$ cat config.mk
export PLATFORM = sky130hd
export DESIGN_NAME = tri_nco
export DESIGN_NICKNAME = d
export VERILOG_FILES = /design/src/rtl/tri_nco_pkg.sv /design/src/rtl/tri_nco_ctrl.sv /design/src/rtl/tri_nco_datapath.sv /design/src/rtl/tri_nco.sv
export SDC_FILE = /design/constraint.sdc
export NUM_CORES = 1
export LEC_CHECK = 0
export CORE_ASPECT_RATIO = 0.6
export CORE_UTILIZATION = 38
export CTS_CLUSTER_DIAMETER = 200
export DETAILED_ROUTE_END_ITERATION = 8
export PLACE_DENSITY = 0.54
export SYNTH_ARGS = -nofsm -noshare
export SYNTH_HDL_FRONTEND = slang
export SYNTH_SLANG_ARGS = --single-unit
$ cat constraint.sdc
create_clock -name clk -period 6.85 [get_ports clk]
set_input_delay 0.685 -clock clk [delete_from_list [all_inputs] [get_ports clk]]
set_output_delay 0.685 -clock clk [all_outputs]
set_load 0.1 [all_outputs]
$ cat src/rtl/tri_nco_pkg.sv
package tri_nco_pkg;
  typedef struct packed {
    logic sample;    // advance phase and capture inputs this cycle
    logic slowNext;  // mode that will apply for the coming interval
  } ncoStrobes_t;
endpackage

$ cat src/rtl/tri_nco_ctrl.sv
module tri_nco_ctrl
  import tri_nco_pkg::*;
#(
  parameter int PRESCALE   = 13,
  parameter int SLOW_SHIFT = 3
) (
  input  logic        clk,
  input  logic        rstN,
  input  logic        slowMode,
  output ncoStrobes_t strb,
  output logic        slowActive
);
  localparam int PRE_W  = $clog2(PRESCALE);
  localparam int SLOW_W = (SLOW_SHIFT > 0) ? SLOW_SHIFT : 1;
  localparam logic [PRE_W-1:0] PRE_LAST = PRE_W'(PRESCALE - 1);

  logic [PRE_W-1:0]  preCnt;
  logic [SLOW_W-1:0] slowCnt;
  logic              tick;
  logic              slowGate;

  assign tick = (preCnt == PRE_LAST);

  generate
    if (SLOW_SHIFT > 0) begin : g_gate
      assign slowGate = &slowCnt;
    end else begin : g_nogate
      assign slowGate = 1'b1;
    end
  endgenerate

  always_comb begin
    strb.sample   = tick && (!slowActive || slowGate);
    strb.slowNext = slowMode;
  end

  always_ff @(posedge clk) begin
    if (!rstN) begin
      preCnt     <= '0;
      slowCnt    <= '0;
      slowActive <= 1'b0;
    end else begin
      preCnt <= tick ? '0 : preCnt + 1'b1;
      if (tick) slowCnt <= slowActive ? slowCnt + 1'b1 : '0;
      if (strb.sample) slowActive <= strb.slowNext;
    end
  end
endmodule

$ cat src/rtl/tri_nco_datapath.sv
module tri_nco_datapath
  import tri_nco_pkg::*;
#(
  parameter int ACC_W      = 25,
  parameter int OUT_W      = 7,
  parameter int SLOW_SHIFT = 3
) (
  input  logic             clk,
  input  logic             rstN,
  input  ncoStrobes_t      strb,
  input  logic [ACC_W-1:0] tuneWord,
  output logic [OUT_W-1:0] waveOut
);
  localparam int FOLD_LSB = ACC_W - 1 - OUT_W;

  logic [ACC_W-1:0] phase;
  logic [ACC_W-1:0] step;
  logic [OUT_W-1:0] rawBits;

  assign step    = strb.slowNext ? (tuneWord << SLOW_SHIFT) : tuneWord;
  assign rawBits = phase[ACC_W-2 -: OUT_W];
  assign waveOut = phase[ACC_W-1] ? ~rawBits : rawBits;

  always_ff @(posedge clk) begin
    if (!rstN) phase <= '0;
    else if (strb.sample) phase <= phase + step;
  end

  if (FOLD_LSB < 0) begin : g_bad
    initial $error("ACC_W too small for OUT_W");
  end
endmodule

$ cat src/rtl/tri_nco.sv
module tri_nco
  import tri_nco_pkg::*;
#(
  parameter int ACC_W      = 25,
  parameter int OUT_W      = 7,
  parameter int PRESCALE   = 13,
  parameter int SLOW_SHIFT = 3
) (
  input  logic             clk,
  input  logic             rstN,
  input  logic [ACC_W-1:0] tuneWord,
  input  logic             slowMode,
  output logic [OUT_W-1:0] waveOut,
  output logic             pllDisable
);
  ncoStrobes_t strb;

  tri_nco_ctrl #(.PRESCALE(PRESCALE), .SLOW_SHIFT(SLOW_SHIFT)) u_ctrl (
    .clk(clk), .rstN(rstN), .slowMode(slowMode),
    .strb(strb), .slowActive(pllDisable)
  );

  tri_nco_datapath #(.ACC_W(ACC_W), .OUT_W(OUT_W), .SLOW_SHIFT(SLOW_SHIFT)) u_dp (
    .clk(clk), .rstN(rstN), .strb(strb), .tuneWord(tuneWord), .waveOut(waveOut)
  );
endmodule

== Word-level counts from Yosys, hierarchy flattened ==
Index checks and enable logic that the tools add are counted.
Cells by class
  $add $sub $neg: 3
  multipliers: 0
  divide/modulo/power cells: 0
  order comparisons: 0
  equal/unequal tests: 1
  shift-type cells: 0
  multiplexer cells: 3
  bitwise logic cells: 2
  reductions and logical operators: 5
Operator list (count)
  adder 25 bit: 1
  two-way mux 25 bit: 1
  two-way mux 7 bit: 1
  inverter 7 bit: 1
  adder 4 x 1 -> 4 bit, second input constant: 1
  == test 4 bit, second input constant: 1
  adder 3 x 1 -> 3 bit, second input constant: 1
  two-way mux 3 bit: 1
  AND reduction 3 bit: 1
  OR reduction 2 bit: 1
  logical AND 1 bit: 1
  zero test 1 bit: 1
  logical OR 1 bit: 1
  inverter 1 bit: 1
Storage, ports and cells
  register bits after elaboration: 33
  latch bits: 0
  bits in writable memories: 0
  bits in read-only memories: 0
  input bits: 28
  output and inout bits: 8
  word-level logic and storage cells: 18
  memories kept: 0

== Logic depth before layout (Yosys ltp) ==
Gate-level depths: netlist (run 1).
  depth after elaboration: 3
  depth in mapped cells: 11
  mapped depth without buffers: 9

== By module ==
A second synthesis (run 1) with hierarchy kept.
Second synthesis, totals
  cell total of the unflattened synthesis: 348
  area, all modules: 2832.7 µm²
Modules (own cells, without submodules)
  tri_nco_datapath: times used 1, cells each 307, area each 2462.4 µm², sequential area each 500.5 µm²
  tri_nco_ctrl: times used 1, cells each 41, area each 370.4 µm², sequential area each 160.2 µm²

== Worst setup path after synthesis (run 1) ==
No wires, ideal clock.
  kind: input -> register
  start: input slowMode
  end: register u_dp.phase[24]
  arrival time: 3.191 ns
  slack: 3.535 ns
  stages: 11
  path through: clkbuf_1 > buf_1 > nor2b_1 > ha_1 > fa_1 > a211oi_2 > o211ai_2 > a31o_4 > a2111oi_4 > a221oi_2 > mux2i_1
On the way
  longest elaborated chain between the ends: 2
RTL lines
  from (decl): RTL line tri_nco.sv:12  | input logic slowMode,
  two-way mux 25 bit: RTL line tri_nco_datapath.sv:20  | assign step = strb.slowNext ? (tuneWord << SLOW_SHIFT) : tuneWord;
  adder 25 bit: RTL line tri_nco_datapath.sv:26  | else if (strb.sample) phase <= phase + step;
  to (signal assigned): RTL line tri_nco_datapath.sv:26
  to (decl): RTL line tri_nco_datapath.sv:16  | logic [ACC_W-1:0] phase;
No other way between the ends.
A chain may end at the register's enable or synchronous reset.

== Worst setup path after layout (run 1) ==
  start: input slowMode
  end: register u_dp.phase[18]
Same word-level chain as after synthesis.

==> results of run 1 <==
[per-stage QoR]
stage	instance area [um2]	utilization	hold WS, ns	worst slack [ns]
after global placement	3550	0.449	0.454	3.13
after CTS	3690	0.467	0.470	3.35
final	3690	0.467	0.462	3.35
after floorplan	3130	-	0.429	3.53
after global routing	3690	0.467	0.495	3.09
after detailed placement	3550	0.449	0.456	3.07
[power by group through the flow]
stage	logic, mW	clock network [mW]	registers, mW
6_report	0.0924	0.229	0.195
2_1_floorplan	0.0597	0	0.199
4_1_cts	0.0919	0.234	0.195
3_3_place_gp	0.0909	0	0.199
5_1_grt	0.101	0.240	0.195
3_5_place_dp	0.0916	0	0.199
[registers in the layout, indices dropped and copies added (netlist names)]
name and cells:
u_ctrl.preCnt 4, u_ctrl.slowActive 1, u_ctrl.slowCnt 3, u_dp.phase 25
[critical path, delay by kind of cell]
kind | cells | cell delay (ns)
AO/OA/AOI/OAI | 4 | 1.09
buffers and inverters | 2 | 0.78
adder cells (fa/ha/maj) | 2 | 0.66
AND/OR/NAND/NOR | 3 | 0.49
[synth_stat cells, drive strengths merged, types with 6 or more instances]
cell    instances  share of area
a21oi          27          0.044
buf            10          0.016
a21boi          7          0.017
dfxtp          33           0.21
nor2           16          0.019
inv            11          0.013
o211ai         10          0.032
nand4           9          0.018
mux2           22          0.079
nand3          21          0.034
and2            9          0.018
ha             28           0.11
xor2           12          0.034
nand2          45          0.054
clkbuf         11          0.014
o21ai          27          0.046
and3            6          0.012
a211oi          6          0.020
xnor2           7          0.020
[worst max path at each step]
stage               startpoint             end  slack (ns)  cells past startpoint
floorplan             slowMode  u_dp.phase[24]        3.53                     11
global placement      slowMode  u_dp.phase[18]        3.13                     10
detailed placement    slowMode  u_dp.phase[18]        3.07                     11
CTS                   slowMode  u_dp.phase[18]        3.35                     11
global route          slowMode  u_dp.phase[22]        3.09                     10
finish                slowMode  u_dp.phase[18]        3.35                     11
[per-layer routing]
layer | vias to the layer above | share of wire | global-route usage | wire (um)
met5 | - | 0 | 0 | 0
met4 | 0 | 0.0067 | 0.0464 | 59
met3 | 5 | 0.061 | 0.0440 | 540
met2 | 94 | 0.38 | 0.290 | 3330
met1 | 1403 | 0.56 | 0.342 | 4920
li1 | 1482 | - | - | -
[layout make-up]
class / count / share of cell area
Multi-Input combinational cell: 320 / 0.632
Clock buffer: 5 / 0.0339
Timing Repair Buffer: 39 / 0.103
Inverter: 11 / 0.0112
Clock inverter: 3 / 0.00474
Sequential cell: 33 / 0.179
Tap cell: 108 / 0.0366
[cell families after synthesis]
| kind of cell | Yosys count |
|---|---|
| flops | 33 |
| xor+xnor | 19 |
| buf+inv | 32 |
| compound gates | 123 |
| mux | 25 |
| fa+ha+maj | 29 |
| simple gates | 124 |
==> results list, run 1 <==
- Starting density of the core: 0.395
* Switching power summed over all nets: between 0.1 and 0.15 mW
- Number of top-level pins: 36
* Wire length of the first global-routing pass: between 10000 and 15000 um
- Final count of negative-setup-slack endpoints: 0
- Cell Rows: 25
- Share of total power in combinational logic: 0.179
- For hold timing, the worst endpoint is u_ctrl.preCnt[0].
* Clock share of power: 0.443
- Crit share post-route: 0.511
- Maximum clock rate: 286 MHz
- The net count of the finished layout is ~470.
- The die covers 0.00861 mm2.
- Count of distinct cell types in the synthesized netlist: ~60
- In the global route stage, overall resource usage came out at 0.216.
* Launching element type of the critical path: input port
- Summed over all layers, the routed wires come to 8840 um.
- The routed layout has 2984 vias.
- The congestion estimate from routability-driven global placement came to between 0.8 and 0.9.
- Worst slew pin tran: 0.985 ns
- By area, the combinational part of the netlist is dominated by compound AO/OA/AOI/OAI gates.
- Crit path DAT: around 3.7 ns
- Worst path required time: 7.06 ns
* Sw Ratio: 0.283
* Hold violation count in the final report: 0
- Number of buffers added for setup after CTS: 0
- Measured along the x axis, the die boundary spans 119 um.
* Synthesized instance count: 385
- IR drop worst, VDD: 0.0000801 V
* Final Skew: 0.00531 ns
* Post-synth net total: 442
- HPWL after DPL: between 6000 and 7000 um
* Post-synthesis sequential element count: 33
- Internal reg-to-reg setup slack: between 4 and 5 ns
- Of the total synthesized cell area, the portion taken by AND, OR, NAND and NOR gates is 0.192.
- Commonest non-fill, non-tap cell in the layout: nand2_1
- Cell at the root of the clock tree: clkbuf_16
- Excluding fillers, the count of instances in the completed layout stands at 519.
* Flop pwr share: 0.378
- Share of async-settable or async-resettable flops after synthesis: 0
- No sink is reached through more buffers than the 2 on the longest clock path.
- FF-to-FF path depth: 8
* Diodes inserted: 0
* Share of synthesized cell area in full adder, half adder and majority cells: 0.118
* Peak fanout along the critical path: 26
- After routing, the total negative slack on setup checks comes to 0 ns.
- The analysis attributes to cell leakage a power of 1.49 nW.
* Clock tree from TritonCTS: built
- Share of cell area taken by muxes after synthesis: 0.0888
- Cells along the critical path: clkdlybuf4s50_1 -> buf_4 -> nor2b_1 -> ha_1 -> fa_1 -> a211oi_2 -> o21ai_0 -> nand4_1 -> nand3_1 -> a2111o_1 -> o211ai_1
- Among all flip-flop cells after synthesis, the most frequent one is dfxtp_1.
- Max-slew headroom at the worst pin: 0.342
- Number of design-rule violations left by the first detailed-router iteration: ~200
- Floorplan core area: approximately 0.0079 mm2
- Max Cap Viol: 0
- Iteration count of the initial detailed-routing pass: 5
- Share of final-layout standard cells stronger than drive strength 1: 0.122
- Total overflow reported by the global router: 0
- Commonest non-fill, non-tap cells in the layout: 45 x nand2_1, 35 x clkdlybuf4s50_1, 33 x dfxtp_1
* Multi-input gate area: 0.00233 mm2
* Latest clock arrival within the worst-skew pair: 0.29 ns
- Time the worst path needs with I/O delays and setup: 3.50 ns
- Measured along the y axis, the die boundary spans 72.3 um.
- In the final layout, flip-flops and latches occupy between 600 and 700 um2.
- Yosys mapped a number of flops with a built-in enable equal to 0.
- CTS Buf Count: 5
- Relative to the synthesized area, the layout overhead comes to 18.0%.
- Worst hold path startpoint: u_ctrl.preCnt[0]
- In this run the critical register-to-register path is captured at u_dp.phase[18].
- Unrepaired setup endpoints after global routing: false
- For this run, the number of Yosys warnings is 0.
- Vias in the first global route: 2621
* Post-route DRC: 0
- H-tree depth: 2
- Internal Dissipation: 0.370 mW
- Once the clock tree was built, the resizer swapped 0 gates to a different size.
* XOR/XNOR share of the synthesized area: 0.0532
* Clock transition time at the flip-flop clock pins of the worst setup and hold paths: 0.06 ns
* Vias per inst: 5.75
- The run finished with clean final reports.
- Power spread over the standard cell area amounts to 140 mW/mm2.
* Critical path's largest stage delay: 0.46 ns
- Cell count after placement: 511
- Of the synthesized area, sequential elements account for 0.211.
* Post-synthesis average cell area: 8.13 um2
- The initial antenna violation count was 0.
- The startpoint identified for the worst register-to-register timing path is u_dp.phase[0].
* Crit-path slowest cell: clkdlybuf4s50_1
* Compound-cell area share of the yosys netlist: 0.293
- Summing internal, switching and leakage power gives 0.516 mW.
- Entering global routing, the biggest net connects 39 pins.
- Worst hold path depth: 1
* Hold-fix buffers at CTS: 0
- The count of nets left with antenna violations once routing finished came out at 0.
* Area of the mapped netlist: 0.00313 mm2
- The number of pins with negative max-slew slack in the final report came to 0.
- Critical Path Sink Type: flip-flop
* Average routed wire per standard cell: 17.0 um
- The worst setup path is of the in -> reg kind.
- Number of fillers in the final layout: 800
* Number of sinks driven by the clock tree: 33
* Min-delay worst type: reg -> reg
- IO buf count: 35
No activity file was read; power rests on OpenSTA's default activity.
==> run 2: changes to the inputs <==
--- a/config.mk
+++ b/config.mk
@@ -9,7 +9,7 @@
 export CORE_UTILIZATION = 38
 export CTS_CLUSTER_DIAMETER = 200
 export DETAILED_ROUTE_END_ITERATION = 8
-export PLACE_DENSITY = 0.54
+export PLACE_DENSITY = 0.56
 export SYNTH_ARGS = -nofsm -noshare
 export SYNTH_HDL_FRONTEND = slang
 export SYNTH_SLANG_ARGS = --single-unit
==> constraint.sdc (replaced) <==
create_clock -name clk -period 2.9 [get_ports clk]
set_input_delay 0.29 -clock clk [delete_from_list [all_inputs] [get_ports clk]]
set_output_delay 0.29 -clock clk [all_outputs]
set_load 0.1 [all_outputs]
==> run 2 against run 1 <==
Compared with the run above:
- via count up 6.8%
- sequential share of layout area down 2.4 points
- sequential cell count unchanged
- clock power up 140%
- worst setup slack worse by 3.2 ns
- total power up 150%
- wire length up 10%
- count of clock-buffer cells in the layout unchanged
- critical path type unchanged
- largest cell class unchanged
- largest power group unchanged
==> results list, run 2 (synthesis gave the netlist of run 1 again) <==
* Launching element type of the critical path: input port
* Die Span X: 119 um
* Hold violation count in the final report: 0
* Max-slew violation total from the final report: 0
- The signal on the critical path passes through clkdlybuf4s50_1 -> nor2b_1 -> ha_1 -> fa_1 -> a211oi_2 -> buf_4 -> o211ai_2 -> a31o_4 -> a21oi_1 -> o21ai_0 -> a211o_1.
* Final count of negative-setup-slack endpoints: 0
- Cell count after placement: 584
* Post-route DRC: 0
- Once the clock tree was built, the resizer swapped 0 gates to a different size.
- The total overflow left after global routing is 0.
- The share of total power dissipated in combinational logic is 0.221.
* Number of design-rule violations left by the first detailed-router iteration: ~240
- Setup slack closes at 0.189 ns.
- Dividing total power by cell area gives a power density of 303 mW/mm2.
* Crit path DAT: 2.88 ns
- Max-slew headroom at the worst pin: 0.630
* Unrepaired setup endpoints after global routing: false
- Dividing the detail-routed wire length by the instance count gives between 15 and 20 um.
* Share of final-layout standard cells stronger than drive strength 1: 0.279
- Hold repair after CTS inserted 0 buffers.
- Layout overhead on the synthesized area: 36.0%
- IO buf count: 35
* Final Core Density: 0.538
- Buffer depth of the longest clock path: 2
* Peak fanout along the critical path: 4
* Cell Rows: 25
- The endpoint identified for the worst register-to-register timing path is u_dp.phase[20].
* Number of antenna violations at the first check in global routing: 0
- Tracing the worst setup path back leads to its startpoint at tuneWord[0].
* Crit share post-route: 0.935
* Switching power summed over all nets: 0.365 mW
* Type of the setup path with the least slack: in -> reg
- The later pin in the worst-skew pair is clocked with a latency of ~0.28 ns.
* Number of top-level pins: 36
- Number of buffers added for setup after CTS: 0
- For this run, the detailed router's first-pass iteration total came to 4.
- Largest register FFs: 25
* Cell area after placement: 0.00409 mm2
* Maximum clock rate: 369 MHz
* Standby leakage power: around 1.9 nW
* Diodes inserted: 0
- At the end of routability-driven placement, the weighted congestion stood at between 0.9 and 1.
* Flop pwr share: 0.357
* Internal Dissipation: 0.925 mW
- The root buffer cell chosen for the clock tree is clkbuf_16.
- Number of fillers in the final layout: 765
- The wire-length estimate of the detail-placed layout is 7720 um.
* Number of sinks driven by the clock tree: 33
* Antenna Violating Nets Remaining: 0
* Clock tree from TritonCTS: built
- On the worst path, the slowest cell contributes a delay of roughly 0.42 ns.
* WL final: between 9000 and 10000 um
* Starting density of the core: 0.395
- The critical path ends at u_dp.phase[20].
- Final Skew: 0.00627 ns
* Commonest non-fill, non-tap cells in the layout: 84 x buf_4, 45 x nand2_1, 33 x dfxtp_1
* Commonest non-fill, non-tap cell in the layout: buf_4
* Worst path required time: 3.07 ns
- In the routed layout, each cell is associated on average with a via count of approximately 5.4.
- Worst slew pin tran: 0.554 ns
- The tool flagged a number of max-cap violations equal to 0.
- Of the total power, the share spent switching nets is 0.283.
* Maximum number of pins on one net before global-route repair: 26
* Min-delay worst type: reg -> reg
- Measured in cells, the most critical reg-to-reg path has a length of 9.
* H-tree depth: 2
- Before CTS, the worst setup slack after placement is -0.250 ns.
- The count of cells in the finished layout, fillers not included, comes to 592.
- IR drop worst, VDD: 0.000205 V
- After routing the design area is 0.00426 mm2.
* Area of the die: 0.00861 mm2
* Wire length of the first global-routing pass: between 15000 and 20000 um
* Crit-path slowest cell: clkdlybuf4s50_1
- Reg-to-reg startpoint: u_dp.phase[0]
- In the global route stage, overall resource usage came out at 0.234.
- In this run, CTS created clock tree buffers numbering 5.
- Hold timing on the final database bottoms out at a slack of 0.471 ns.
* Vertical die dimension: 72.3 um
- Register ranked first by flip-flop count: u_dp.phase
- Top Registers: u_dp.phase (25), u_ctrl.preCnt (4), u_ctrl.slowCnt (3)
* Vias post-DR: ~3200
* Internal reg-to-reg setup slack: 0.44 ns
- The number of global-route vias before repair was 3013.
- Clock transition time at the flip-flop clock pins of the worst setup and hold paths: 0.06 ns
- Outcome: finished clean
- Clock share of power: 0.422
- Time the worst path needs with I/O delays and setup: 2.71 ns
* Number of nets in the layout: 540
* Floorplan core area: 0.00791 mm2
* Critical Path Sink Type: flip-flop
## run 2: cell types whose count changed in the layout (fill, tap and decap cells not counted)
cell and change:
a22oi_1 -1, o21ai_1 +1, a32oi_1 -1, dlymetal6s2s_1 +1, clkdlybuf4s50_1 -9, buf_4 +80, ha_2 +1, o21ai_2 +1
ha_1 -1, buf_12 +1, o21ai_0 -2, a32oi_2 +1, a22oi_2 +1
## run 2: routing by layer
metal / wire length [um] / track usage
met3: 523 / 0.0535
met5: 0 / 0
met4: 24 / 0.0323
met1: 5390 / 0.352
met2: 3830 / 0.342
## run 2: power groups by stage
stage	Combinational [mW]	Sequential, mW	Clock (mW)
6_report	0.286	0.461	0.544
5_1_grt	0.309	0.461	0.570
4_1_cts	0.282	0.460	0.550
3_5_place_dp	0.281	0.471	0
3_3_place_gp	0.277	0.470	0
2_1_floorplan	0.141	0.470	0
## run 2: worst min-delay path by stage
stage          slack (ns)             start                to  depth (start not counted)
5_1_grt              0.48  u_ctrl.preCnt[0]  u_ctrl.preCnt[0]                          1
3_5_place_dp         0.45  u_ctrl.preCnt[0]  u_ctrl.preCnt[0]                          1
3_3_place_gp         0.45  u_ctrl.preCnt[0]  u_ctrl.preCnt[0]                          1
4_1_cts              0.47  u_ctrl.preCnt[0]  u_ctrl.preCnt[0]                          1
6_report             0.47  u_ctrl.preCnt[0]  u_ctrl.preCnt[0]                          1
2_1_floorplan        0.43  u_ctrl.preCnt[0]  u_ctrl.preCnt[0]                          1
## run 2: final cells by class
class                   count  area (um2)  area share
repair buffers            112         923       0.217
well taps                 108         135      0.0318
clock inverters             3        17.5     0.00412
inverters                  11        41.3     0.00970
flip-flops and latches     33         661       0.155
multi-input cells         320        2350       0.553
clock buffers               5         125      0.0294
## run 2: worst max-delay path: cells and delay by family
kind / cells / cell delay [ns]
AND/OR/NAND/NOR: 1 / 0.14
AO/OA/AOI/OAI: 6 / 1.25
adder cells (fa/ha/maj): 2 / 0.62
buffers and inverters: 2 / 0.58
## run 2: per-stage QoR
| step | TNS [ns] | total power [mW] |
|---|---|---|
| final | 0 | 1.29 |
| after global routing | 0 | 1.34 |
| after CTS | 0 | 1.29 |
| after detailed placement | -2.45 | 0.751 |
| after global placement | -2.16 | 0.748 |
| after floorplan | 0 | 0.611 |
==> run 3: changes to the inputs <==
--- a/config.mk
+++ b/config.mk
@@ -7,6 +7,7 @@
 export LEC_CHECK = 0
 export CORE_ASPECT_RATIO = 0.6
 export CORE_UTILIZATION = 38
+export CTS_BUF_LIST = sky130_fd_sc_hd__clkbuf_8 sky130_fd_sc_hd__clkbuf_16
 export CTS_CLUSTER_DIAMETER = 200
 export DETAILED_ROUTE_END_ITERATION = 8
 export PLACE_DENSITY = 0.56
==> results of run 3 <==
The final DEF is identical to that of run 2; final timing and power are the same.
